--- config.mk ---
export PLATFORM = sky130hd
export DESIGN_NAME = rnmi_ctrl
export DESIGN_NICKNAME = d
export VERILOG_FILES = /design/src/rtl/rnmi_pkg.sv /design/src/rtl/rnmi_status.sv /design/src/rtl/rnmi_csr_regs.sv /design/src/rtl/rnmi_gate.sv /design/src/rtl/rnmi_ctrl.sv
export SDC_FILE = /design/constraint.sdc
export NUM_CORES = 1
export LEC_CHECK = 0
export ABC_AREA = 0
export ABC_CLOCK_PERIOD_IN_PS = 3000
export CORE_MARGIN = 5
export CORE_UTILIZATION = 37
export CTS_CLUSTER_DIAMETER = 50
export DETAILED_ROUTE_END_ITERATION = 7
export GPL_TIMING_DRIVEN = 0
export PLACE_DENSITY_LB_ADDON = 0.05
export SYNTH_ARGS = -nofsm -noshare
export SYNTH_HDL_FRONTEND = slang
export SYNTH_SLANG_ARGS = --single-unit
--- constraint.sdc ---
create_clock -name clk -period 3 [get_ports clk]
set_input_delay 0.9 -clock clk [delete_from_list [all_inputs] [get_ports clk]]
set_output_delay 0.9 -clock clk [all_outputs]
set_load 0.005 [all_outputs]
--- src/rtl/rnmi_pkg.sv ---
// Package: shared privilege encoding, CSR addresses and status field positions
// for the resumable NMI control unit.
package rnmi_pkg;
    typedef enum logic [1:0] {
        PRIV_USER    = 2'd0,
        PRIV_SUPER   = 2'd1,
        PRIV_RSVD    = 2'd2,
        PRIV_MACHINE = 2'd3
    } priv_e;

    localparam logic [11:0] ADR_SCRATCH = 12'h740;
    localparam logic [11:0] ADR_RESUME  = 12'h741;
    localparam logic [11:0] ADR_CAUSE   = 12'h742;
    localparam logic [11:0] ADR_STATUS  = 12'h744;

    localparam int BIT_ARM  = 3;
    localparam int BIT_VIRT = 7;
    localparam int BIT_PPLO = 11;
    localparam int BIT_PPHI = 12;
endpackage

--- src/rtl/rnmi_status.sv ---
// Module: status register holding the enable bit, saved virtualization bit and
// saved privilege field.
// Assumes the legalized privilege arrives combinationally in the write cycle.
module rnmi_status (
    input  logic       clk,
    input  logic       rst_n,
    input  logic       wr_en,
    input  logic       wr_arm,
    input  logic       wr_virt,
    input  logic [1:0] pp_legal,
    input  logic       hyp_present,
    input  logic       nret_set,
    output logic       arm,
    output logic       virt,
    output logic [1:0] prev_pp
);
    // Enable bit: set-only from software or a resume, cleared only by reset.
    always_ff @(posedge clk) begin
        if (!rst_n)
            arm <= 1'b0;
        else if ((wr_en && wr_arm) || nret_set)
            arm <= 1'b1;
    end

    // Saved virtualization bit: writable only while hypervisor support is present.
    always_ff @(posedge clk) begin
        if (!rst_n || !hyp_present)
            virt <= 1'b0;
        else if (wr_en)
            virt <= wr_virt;
    end

    // Saved privilege field: takes the legalized value on a write.
    always_ff @(posedge clk) begin
        if (!rst_n)
            prev_pp <= 2'd0;
        else if (wr_en)
            prev_pp <= pp_legal;
    end


    nmie_sticky_chk: assert property (@(posedge clk) disable iff (!rst_n)
        arm |=> arm);

    mnpv_nohyp_chk: assert property (@(posedge clk) disable iff (!rst_n)
        !hyp_present |=> !virt);

    mnpp_legal_chk: assert property (@(posedge clk) disable iff (!rst_n)
        wr_en |=> prev_pp == $past(pp_legal));
endmodule

--- src/rtl/rnmi_csr_regs.sv ---
// Module: resume-address and scratch storage, plus the read multiplexer for
// all four registers.
// Assumes the status fields come from rnmi_status.
module rnmi_csr_regs #(
    parameter int XLEN = 32
) (
    input  logic            clk,
    input  logic            rst_n,
    input  logic            csr_we,
    input  logic [11:0]     csr_addr,
    input  logic [XLEN-1:0] csr_wdata,
    input  logic            arm,
    input  logic            virt,
    input  logic [1:0]      prev_pp,
    output logic [XLEN-1:0] resume_pc,
    output logic [XLEN-1:0] rdata,
    output logic            hit
);
    import rnmi_pkg::*;

    localparam logic [XLEN-1:0] CAUSE_VAL = {1'b1, {(XLEN-1){1'b0}}};

    logic [XLEN-1:0] scratch_q;
    logic [XLEN-1:0] status_img;

    // Scratch word: plain read/write storage.
    always_ff @(posedge clk) begin
        if (!rst_n)
            scratch_q <= '0;
        else if (csr_we && csr_addr == ADR_SCRATCH)
            scratch_q <= csr_wdata;
    end

    // Resume address: bit 0 dropped on every write.
    always_ff @(posedge clk) begin
        if (!rst_n)
            resume_pc <= '0;
        else if (csr_we && csr_addr == ADR_RESUME)
            resume_pc <= {csr_wdata[XLEN-1:1], 1'b0};
    end

    // Status image: only the defined fields are visible.
    always_comb begin
        status_img = '0;
        status_img[BIT_ARM] = arm;
        status_img[BIT_VIRT] = virt;
        status_img[BIT_PPHI:BIT_PPLO] = prev_pp;
    end

    // Read multiplexer and address hit.
    always_comb begin
        hit = 1'b1;
        unique case (csr_addr)
            ADR_SCRATCH: rdata = scratch_q;
            ADR_RESUME:  rdata = resume_pc;
            ADR_CAUSE:   rdata = CAUSE_VAL;
            ADR_STATUS:  rdata = status_img;
            default: begin
                rdata = '0;
                hit = 1'b0;
            end
        endcase
    end


    epc_align_chk: assert property (@(posedge clk) disable iff (!rst_n)
        (csr_we && csr_addr == ADR_RESUME) |=> !resume_pc[0]);
endmodule

--- src/rtl/rnmi_gate.sv ---
// Module: gates interrupts, the modify-privilege override and the trap target
// with the enable bit.
// Assumes the trap vector input is already fully formed.
module rnmi_gate #(
    parameter int              XLEN     = 32,
    parameter int              NIRQ     = 16,
    parameter logic [XLEN-1:0] RNMI_VEC = '0
) (
    input  logic            clk,
    input  logic            rst_n,
    input  logic            arm,
    input  logic [NIRQ-1:0] irq_pending,
    output logic [NIRQ-1:0] irq_take,
    input  logic            mprv_in,
    output logic            mprv_eff,
    input  logic [XLEN-1:0] trap_vec,
    output logic [XLEN-1:0] trap_pc
);
    // Per-line interrupt masking.
    for (genvar g = 0; g < NIRQ; g++) begin : g_irq
        assign irq_take[g] = irq_pending[g] & arm;
    end

    // Modify-privilege override only applies while armed.
    assign mprv_eff = mprv_in & arm;

    // Trap target select.
    assign trap_pc = arm ? trap_vec : RNMI_VEC;


    gate_block_chk: assert property (@(posedge clk) disable iff (!rst_n)
        !arm |-> (irq_take == '0) && !mprv_eff);

    rnmi_vec_chk: assert property (@(posedge clk) disable iff (!rst_n)
        !arm |-> trap_pc == RNMI_VEC);
endmodule

--- src/rtl/rnmi_ctrl.sv ---
// Module: top of the resumable NMI control unit. It decodes the resume
// instruction and ties together the status register, the CSR storage and the
// gating logic.
// Assumes a single-cycle CSR port and one resume strobe per instruction.
module rnmi_ctrl #(
    parameter int              XLEN     = 32,
    parameter int              NIRQ     = 16,
    parameter logic [XLEN-1:0] RNMI_VEC = '0
) (
    input  logic            clk,
    input  logic            rst_n,
    input  logic            csr_we,
    input  logic [11:0]     csr_addr,
    input  logic [XLEN-1:0] csr_wdata,
    output logic [XLEN-1:0] csr_rdata,
    output logic            csr_hit,
    output logic [1:0]      pp_raw,
    input  logic [1:0]      pp_legal,
    input  logic            hyp_present,
    input  logic [1:0]      cur_priv,
    input  logic            nret_req,
    output logic            nret_fire,
    output logic            nret_illegal,
    output logic [XLEN-1:0] nret_pc,
    output logic [1:0]      nret_priv,
    output logic            nret_virt,
    output logic            nret_clr_mprv,
    input  logic [NIRQ-1:0] irq_pending,
    output logic [NIRQ-1:0] irq_take,
    input  logic            mprv_in,
    output logic            mprv_eff,
    input  logic [XLEN-1:0] trap_vec,
    output logic [XLEN-1:0] trap_pc
);
    import rnmi_pkg::*;

    logic       arm;
    logic       virt;
    logic [1:0] prev_pp;
    logic       status_we;
    logic       in_machine;

    // Status write decode and raw privilege request.
    assign status_we = csr_we && (csr_addr == ADR_STATUS);
    assign pp_raw    = csr_wdata[BIT_PPHI:BIT_PPLO];

    // Resume decode: machine mode only.
    assign in_machine    = (cur_priv == PRIV_MACHINE);
    assign nret_fire     = nret_req && in_machine;
    assign nret_illegal  = nret_req && !in_machine;
    assign nret_priv     = prev_pp;
    assign nret_virt     = virt;
    assign nret_clr_mprv = nret_fire && (prev_pp != PRIV_MACHINE);

    rnmi_status u_status (
        .clk         (clk),
        .rst_n       (rst_n),
        .wr_en       (status_we),
        .wr_arm      (csr_wdata[BIT_ARM]),
        .wr_virt     (csr_wdata[BIT_VIRT]),
        .pp_legal    (pp_legal),
        .hyp_present (hyp_present),
        .nret_set    (nret_fire),
        .arm         (arm),
        .virt        (virt),
        .prev_pp     (prev_pp)
    );

    rnmi_csr_regs #(.XLEN(XLEN)) u_regs (
        .clk        (clk),
        .rst_n      (rst_n),
        .csr_we     (csr_we),
        .csr_addr   (csr_addr),
        .csr_wdata  (csr_wdata),
        .arm        (arm),
        .virt       (virt),
        .prev_pp    (prev_pp),
        .resume_pc  (nret_pc),
        .rdata      (csr_rdata),
        .hit        (csr_hit)
    );

    rnmi_gate #(.XLEN(XLEN), .NIRQ(NIRQ), .RNMI_VEC(RNMI_VEC)) u_gate (
        .clk         (clk),
        .rst_n       (rst_n),
        .arm         (arm),
        .irq_pending (irq_pending),
        .irq_take    (irq_take),
        .mprv_in     (mprv_in),
        .mprv_eff    (mprv_eff),
        .trap_vec    (trap_vec),
        .trap_pc     (trap_pc)
    );


    nret_arm_chk: assert property (@(posedge clk) disable iff (!rst_n)
        nret_fire |=> arm);

    illegal_keep_chk: assert property (@(posedge clk) disable iff (!rst_n)
        (nret_illegal && !(status_we && csr_wdata[BIT_ARM])) |=> $stable(arm));

    clr_mprv_chk: assert property (@(posedge clk) disable iff (!rst_n)
        nret_clr_mprv |-> nret_fire && nret_priv != PRIV_MACHINE);
endmodule

* Word level (Yosys, flattened, before mapping)
Index checks and enable logic that the tools add are counted.
** Storage, ports and cells
- Flip-flop bits (word level) :: 67
- Output and inout port bits :: 122
** Cells by class
- Equal/unequal tests :: 6
- Muxes and demuxes :: 3
- Bitwise gates (word level) :: 17
- Reductions and logical operators :: 13
** Operators by type and width (count)
- $pmux 32 s4 :: 1
- $eq 12x11->1 const B :: 4
- $mux 32 :: 1
- $and 1x1->1 :: 17
- $logic_and 1x1->1 :: 7
- $reduce_or 4->1 :: 1
- $logic_not 1->1 :: 3
- $eq 2x2->1 const B :: 1
- $logic_or 1x1->1 :: 2
- $ne 2x2->1 const B :: 1
- $mux 1 :: 1

* Depth between registers and ports, before layout
Gate-level depths: netlist (run 1).
- Depth after elaboration :: 4
- Mapped depth :: 5

* By module
Synthesis (run 1) repeated with hierarchy kept, for this count alone.
** Unflattened totals
- Cell total of the unflattened synthesis :: 408
- Area, all modules :: 3643.5 um^2
** Modules (own cells, without submodules)
- rnmi_csr_regs :: times used 1, cells an instance 331, area each 3052.9 um^2
- rnmi_gate :: times used 1, cells an instance 54, area each 364.1 um^2
- rnmi_status :: times used 1, cells an instance 13, area each 143.9 um^2
- rnmi_ctrl :: times used 1, cells an instance 10, area each 82.6 um^2

* Least setup slack after synthesis (run 1)
OpenSTA, ideal clock, no wires.
- Path kind :: input port to output port
- Start point :: input csr_addr[3]
- End point :: output csr_rdata[13]
- Arrival :: 2.043 ns
- Required time :: 2.100 ns
- Setup slack :: 0.057 ns
- Cell stages on the path :: 4
- Buffers on the path :: 1
- Cells stage by stage :: nor4b_1 nand4_1 clkbuf_1 nor2_1
** Between the ends
- Word-level cells in the longest chain between the ends :: 2
- Elaborated cells between the ends (all ways) :: 5
** RTL lines
- start, declared :: line rnmi_ctrl.sv:13 : input logic [11:0] csr_addr,
- $eq 12x11->1 :: line rnmi_csr_regs.sv:53 : unique case (csr_addr)
- $pmux 32 s4 (*) :: line rnmi_csr_regs.sv:53
- end, declared :: line rnmi_ctrl.sv:15 : output logic [XLEN-1:0] csr_rdata,
Mark *: on every way between the ends. The rest lies on a longest branch, timed or not.

* Worst setup path in the final report (run 1)
- Start point :: input csr_addr[1]
- End point :: output csr_rdata[30]
Same word-level chain as after synthesis.

==> impl_metrics.toml, run 1 <==
[timing]
fmax_mhz = 337
min_period_ns = 2.97
relSlewSlack_pct = 60.1
worstMarginPinSlew_ns = 0.594
final.setup.tns_ns = 0
drv_slew = 0
fin_crit_sh_pct = 98.9
rsz0062_at_grt = "yes"
hold_viol = 0
setup_viol_count_final = 0
fin_skew_ns = 0

[cts]
cts_made_buffers = 9
clk_latency_ns = 0.34
cts_tree = "done"
clockBufferDepth = 2
clk_pin_slew_ns = 0.07
htreeDepth = 3
cts.sink_count = 67
cts-root-buf = "clkbuf_8"

[power_and_ir_drop]
power_frac_comb_pct = 15.5
p_int_uw = 1490
p_sw_share_pct = 23.5
switching_power_uw = 457
powerDensity_mw_per_mm2 = 309
pwr-share-seq_pct = 45.7
p_clk_share_pct = 38.7
total_power_uw = 1950
ir_worst_vdd_mv = 0.287
leakage_uw = 0.00261

[detailed_routing]
drtPass1Iterations = 4
drt_drc_violations_left = 0
drt-initial-drc-count = 74
drtAntennaViolNets = 0
drt-total-wl_um = 13600
vias_per_cell = 4.78
wl_per_cell_um = 17.4
via_count = 3735

[critical_path]
cp.required_ns = 2.10
critPathLaunch = "csr_addr[1]"
regToRegStartpoint = "u_status.arm$_SDFFE_PN0P_"
end_kind = "output pin"
cp_data_arrival_time_ns = 2.07
slowest_delay_ns = 0.25
crit_chain = "dlygate4sd2_1, clkbuf_8, nor2_4, nand4_1, buf_6, clkbuf_16, nor2_2, buf_2"
crit_slowest_cell = "dlygate4sd2_1"
critPathMaxFanout = 6
crit_path_start_kind = "primary input"
criticalPathCategory = "in2out"

[cells_and_area]
syn2layout_area_growth_pct = 78.7
utilization_pct = 68.1
diodes = 0
design_area_sq_mm = 0.00629
drive_gt1_share_pct = 16.9
nNetsFinal = 749

[die]
die_h_um = 108
die_w_um = 108
io_pins = 224
rows = 35
core_area_sq_mm = 0.00924
die-area_sq_mm = 0.0116
start_util_pct = 38.1

[place]
hpwl_um = 10600
place_area_sq_mm = 0.00589
portBuffers = 221
gp_congestion = 0.803

[hold_path]
hp-start = "u_regs.scratch_q[5]$_SDFFE_PN0P_"
min_path_type = "reg2reg"

[grt]
grt_pass1_vias = 3800
grtUsageTotal_pct = 22.5
grt_max_degree = 13
antenna_found_initial = 0
grt_pass1_wl_um = 20600
grt-ovfl-total = 0

[yosys]
syn_area_per_cell_sq_um = 8.61
ys_types = 32
synthCells = 409
synth_edf_count = 0
synth_seq_area_share_pct = 38.1
yosys.area.top_type = "dfxtp_1"
synth_area_leaders = "dfxtp_1 (38%), mux2i_1 (27%), nand2_1 (11%)"
syn_area_sq_mm = 0.00352
async_reset_ff_share_pct = 0
synthesis.nets = 511
synth_top_area_share_pct = 38.1
yosysWarningCount = 0
ys.flop_type = "dfxtp_1"
ys_ff_latch = 67

[job]
drv_cap = 0

[outcome]
status = "complete, no violations"
-- what timing repair did --
action | CTS | global route
pin swaps | 10 | 8
cloned | 2 | 0
gates resized for setup | 211 | 30
setup endpoints to repair | 35 | 33
hold buffers | 0 | 0
buffers inserted | 6 | 0
endpoints found under the hold margin | 0 | 0
-- worst max-delay path: cells and delay by family --
| family | cells | cell delay (ns) |
|---|---|---|
| simple gates | 3 | 0.30 |
| buf+inv | 5 | 0.86 |
-- through the flow --
step	setup slack [ns]	hold slack [ns]	instances
global route	-0.0569	0.478	781
CTS	0.000407	0.462	781
global placement	-1.42	0.441	759
floorplan	0.0569	0.433	409
detailed placement	-1.45	0.452	759
finish	0.0319	0.460	781
-- flip-flops by register name, indices dropped and copies added, names as in the netlist --
signal	flops
u_regs.resume_pc	31
u_regs.scratch_q	32
u_status.arm	1
u_status.prev_pp	2
u_status.virt	1
-- layout by cell type, fill, tap and decap left out, types with 4 or more instances in the layout --
master / Yosys / layout
clkbuf_16: 0 / 4
clkbuf_8: 0 / 11
buf_4: 3 / 9
mux2i_1: 96 / 96
buf_2: 3 / 34
buf_6: 3 / 9
a2bb2oi_1: 4 / 4
clkbuf_1: 22 / 15
dlygate4sd2_1: 0 / 9
nand2_1: 100 / 100
nor2_2: 0 / 7
nor2_4: 0 / 16
nor2_1: 30 / 7
clkdlybuf4s50_1: 0 / 173
nor3_2: 0 / 4
dfxtp_1: 67 / 67
and2_1: 49 / 49
-- logic make-up (layout without fill, tap and decap cells) --
group	count (synthesis)	in the layout	share of synthesized area [%]
AND/OR/NAND/NOR	201	201	27.6
multiplexers	96	96	27.3
flip-flops	67	67	38.1
buffers and inverters	34	277	4.69
AO/OA/AOI/OAI	10	10	2.17
other	1	1	0.107
-- power groups by stage --
stage	combinational, uW	sequential (uW)	clock [uW]
2_1_floorplan	93.0	911	0
3_3_place_gp	296	911	0
3_5_place_dp	299	911	0
4_1_cts	302	891	770
5_1_grt	325	891	809
6_report	303	891	754
-- cell usage after synthesis (2+ instances only) --
cell type  number
nor2_1         30
a2bb2oi_1       4
and2_1         49
nor4b_1         2
mux2i_1        96
nand2_1       100
buf_1           2
nor3_1          5
buf_6           3
dfxtp_1        67
clkbuf_1       22
a21boi_0        2
nand4_1         2
buf_2           3
nand3_1         3
buf_4           3
-- worst paths after layout --
path / endpoint / slack, ns / depth (start not counted)
worst max-delay path: csr_rdata[30] / 0.03 / 8
worst min register to register: u_regs.scratch_q[5]$_SDFFE_PN0P_ / 0.46 / 2
worst min-delay path: u_regs.scratch_q[5]$_SDFFE_PN0P_ / 0.46 / 2
worst max register to register: u_status.arm$_SDFFE_PN0P_ / 1.97 / 3
-- layer usage --
metal	GRT usage [%]	vias to the layer above	routed length, um
li1	-	1832	-
met1	25.6	1746	5450
met2	41.3	140	6880
met3	5.82	17	1010
met4	6.04	0	225
met5	0	-	0
-- layout make-up --
cell class	count	area, sq um
well taps	129	161
flip-flops and latches	67	1340
plain buffers	31	221
multi-input cells	308	2210
clock buffers	11	141
repair buffers	229	2150
inverters	1	3.75
fillers	805	2950
clock inverters	5	62.6
Power figures use the tool's default switching activity.
==> run 2, diff against run 1 <==
--- a/config.mk
+++ b/config.mk
@@ -8,11 +8,12 @@
 export ABC_AREA = 0
 export ABC_CLOCK_PERIOD_IN_PS = 3000
 export CORE_MARGIN = 5
-export CORE_UTILIZATION = 37
+export CORE_UTILIZATION = 38
 export CTS_CLUSTER_DIAMETER = 50
 export DETAILED_ROUTE_END_ITERATION = 7
 export GPL_TIMING_DRIVEN = 0
 export PLACE_DENSITY_LB_ADDON = 0.05
 export SYNTH_ARGS = -nofsm -noshare
 export SYNTH_HDL_FRONTEND = slang
+export SYNTH_HIERARCHICAL = 1
 export SYNTH_SLANG_ARGS = --single-unit
==> run 2 against run 1 <==
The flow now finishes with violations (setup timing). Global-route usage increased by 1.9 points. Clock skew is the same. Maximum frequency decreased by 3.8%. Register-to-register slack improved by 0.26 ns. First-iteration DRC count up 130%. Cell count grew 1.0%. Largest power group unchanged. Critical endpoint is now csr_rdata[4]. Cell area up 5.1%. Die area is 0.69% higher. Clock power is 9.9% lower. Routed wire length is 6.4% higher. Critical path depth down 1.
==> impl_metrics.toml, run 2 <==
[die]
rows = 35
die-area_sq_mm = 0.0116
start_util_pct = 39.2
die_w_um = 108
io_pins = 224
core_area_sq_mm = 0.00928
die_h_um = 108

[timing]
fin_skew_ns = 0
worstMarginPinSlew_ns = 0.609
drv_slew = 0
fin_crit_sh_pct = 103
final.setup.worst_slack_ns = -0.0840
setup_viol_count_final = 30
fmax_mhz = 324
whs_ns = 0.462
relSlewSlack_pct = 59.0
hold_viol = 0
rsz0062_at_grt = "yes"
min_period_ns = 3.08
final.setup.tns_ns = -0.992

[grt]
grt_pass1_vias = 3903
grtUsageTotal_pct = 24.3
grt_max_degree = 13
antenna_found_initial = 0
grt-ovfl-total = 0
grt_pass1_wl_um = 22000

[detailed_routing]
drt-initial-drc-count = 168
drt-total-wl_um = 14400
vias_per_cell = 4.88
via_count = 3847
drtPass1Iterations = 4
wl_per_cell_um = 18.3
drt_drc_violations_left = 0
drtAntennaViolNets = 0

[cts]
cts_made_buffers = 9
clk_latency_ns = 0.34
cts_tree = "done"
ctsHoldBuffers = 0
htreeDepth = 3
clockBufferDepth = 2
cts.sink_count = 67
clk_pin_slew_ns = 0.07
cts-root-buf = "clkbuf_8"

[power_and_ir_drop]
p_sw_share_pct = 25.6
power_frac_comb_pct = 17.8
p_clk_share_pct = 35.5
powerDensity_mw_per_mm2 = 289
switching_power_uw = 490
leakage_uw = 0.00307
ir_worst_vdd_mv = 0.308
pwr-share-seq_pct = 46.6
p_int_uw = 1420

[yosys]
muxShareOfSynthArea_pct = 26.4
synthCells = 408
synth_seq_area_share_pct = 36.8
synth_top_area_share_pct = 36.8
synthAdderAreaFrac_pct = 0.275
async_reset_ff_share_pct = 0
ys.flop_type = "dfxtp_1"
synth_edf_count = 0
ys_ff_latch = 67
syn_area_sq_mm = 0.00364
yosysWarningCount = 6
synth_top_family_by_area = "simple AND/OR/NAND/NOR gates"
ys_types = 34
synth_area_leaders = "dfxtp_1 (37%), mux2i_1 (26%), nand2_1 (9.9%)"
synth-simple-area-share_pct = 28.5
synth_xor_xnor_area_share_pct = 0
yosys.area.top_type = "dfxtp_1"
synth_common_cells = "mux2i_1 (96), nand2_1 (96), dfxtp_1 (67)"
syn_area_per_cell_sq_um = 8.93
synthesis.nets = 510
synth_compound_area_share_pct = 1.99

[cells_and_area]
final_cell_mix = "clkdlybuf4s50_1 (174), nand2_1 (96), mux2i_1 (89)"
reg.largest.list = "u_regs/scratch_q x32, u_regs/resume_pc x31, u_status/prev_pp x2"
regMostFlops = "u_regs/scratch_q"
design_area_sq_mm = 0.00661
drive_gt1_share_pct = 23.7
largest_reg_flops = 32
utilization_pct = 71.2
nNetsFinal = 756
final_common_cell = "clkdlybuf4s50_1"
fin_cells = 789
nFillCells = 763
syn2layout_area_growth_pct = 81.5

[place]
place_area_sq_mm = 0.00603
gp_congestion = 0.809
dp.cells = 759
portBuffers = 222
hpwl_um = 11000

[outcome]
violations = "setup timing"
status = "complete, but fails checks"

[critical_path]
end_kind = "output pin"
cp.required_ns = 2.10
criticalPathCategory = "in2out"
worstRegToRegCells = 2
cp_data_arrival_time_ns = 2.18
crit_path_start_kind = "primary input"
critPathMaxFanout = 6

[job]
drv_cap = 0

[hold_path]
min_path_type = "reg2reg"
hold_depth = 2
## run 2: cells by family after synthesis
kind of cell / Yosys count
AOI/OAI and AO/OA: 9
and+or+nand+nor: 198
DFF: 67
buffers and inverters: 36
adders and majority gates: 1
other: 1
muxes: 96
## run 2: power by group through the flow
stage | Clock [uW] | Combinational [uW] | Sequential [uW]
floorplan | 0 | 102 | 911
global placement | 0 | 311 | 912
detailed placement | 0 | 316 | 912
CTS | 693 | 339 | 891
global route | 737 | 363 | 891
finish | 679 | 341 | 891
## run 2: layer usage
layer	GRT usage, %	wire length [um]	vias to the layer above	part of all wire [%]
met5	0	0	-	0
met4	5.68	145	0	1.0
met3	6.18	1100	11	7.6
met2	44.6	7500	157	52
met1	28.3	5700	1814	39
li1	-	-	1865	-
## run 2: worst paths after layout
check                                    from                          endpoint  slack [ns]
max                              csr_addr[10]                      csr_rdata[4]       -0.08
max reg2reg         u_status/arm$_SDFFE_PN0P_         u_status/arm$_SDFFE_PN0P_        2.23
min          u_regs/scratch_q[4]$_SDFFE_PN0P_  u_regs/scratch_q[4]$_SDFFE_PN0P_        0.46
min reg2reg  u_regs/scratch_q[4]$_SDFFE_PN0P_  u_regs/scratch_q[4]$_SDFFE_PN0P_        0.46
## run 2: final cells by class
class                           instances  area [sq um]  area share (%)
Buffer                                 36           360            5.45
Tap cell                              129           161            2.44
Clock buffer                           10           138            2.08
Sequential cell                        67          1340            20.3
Multi-Input combinational cell        305          2390            36.2
Clock inverter                          6          41.3           0.624
Antenna cell                            1          2.50          0.0378
Timing Repair Buffer                  235          2170            32.9
## run 2: worst max-delay path, cell delays in order
cell and delay (ns):
clkdlybuf4s15_1 0.18, and4bb_2 0.30, nand4b_1 0.16, buf_6 0.20, clkbuf_16 0.17, nor3_4 0.13
buf_2 0.14
## run 2: through the flow
step | setup slack [ns] | total power [uW]
after floorplan | 0.250 | 1010
after global placement | -1.08 | 1220
after detailed placement | -1.11 | 1230
after CTS | -0.0461 | 1920
after global routing | -0.108 | 1990
final | -0.0840 | 1910
## run 2: repair_timing
| action | CTS | global route |
|---|---|---|
| hold endpoints to repair | 0 | 0 |
| pin swaps | 31 | 6 |
| cloned | 5 | 0 |
| buffers inserted | 6 | 2 |
| setup endpoints to repair | 35 | 33 |
| resized for setup | 256 | 13 |
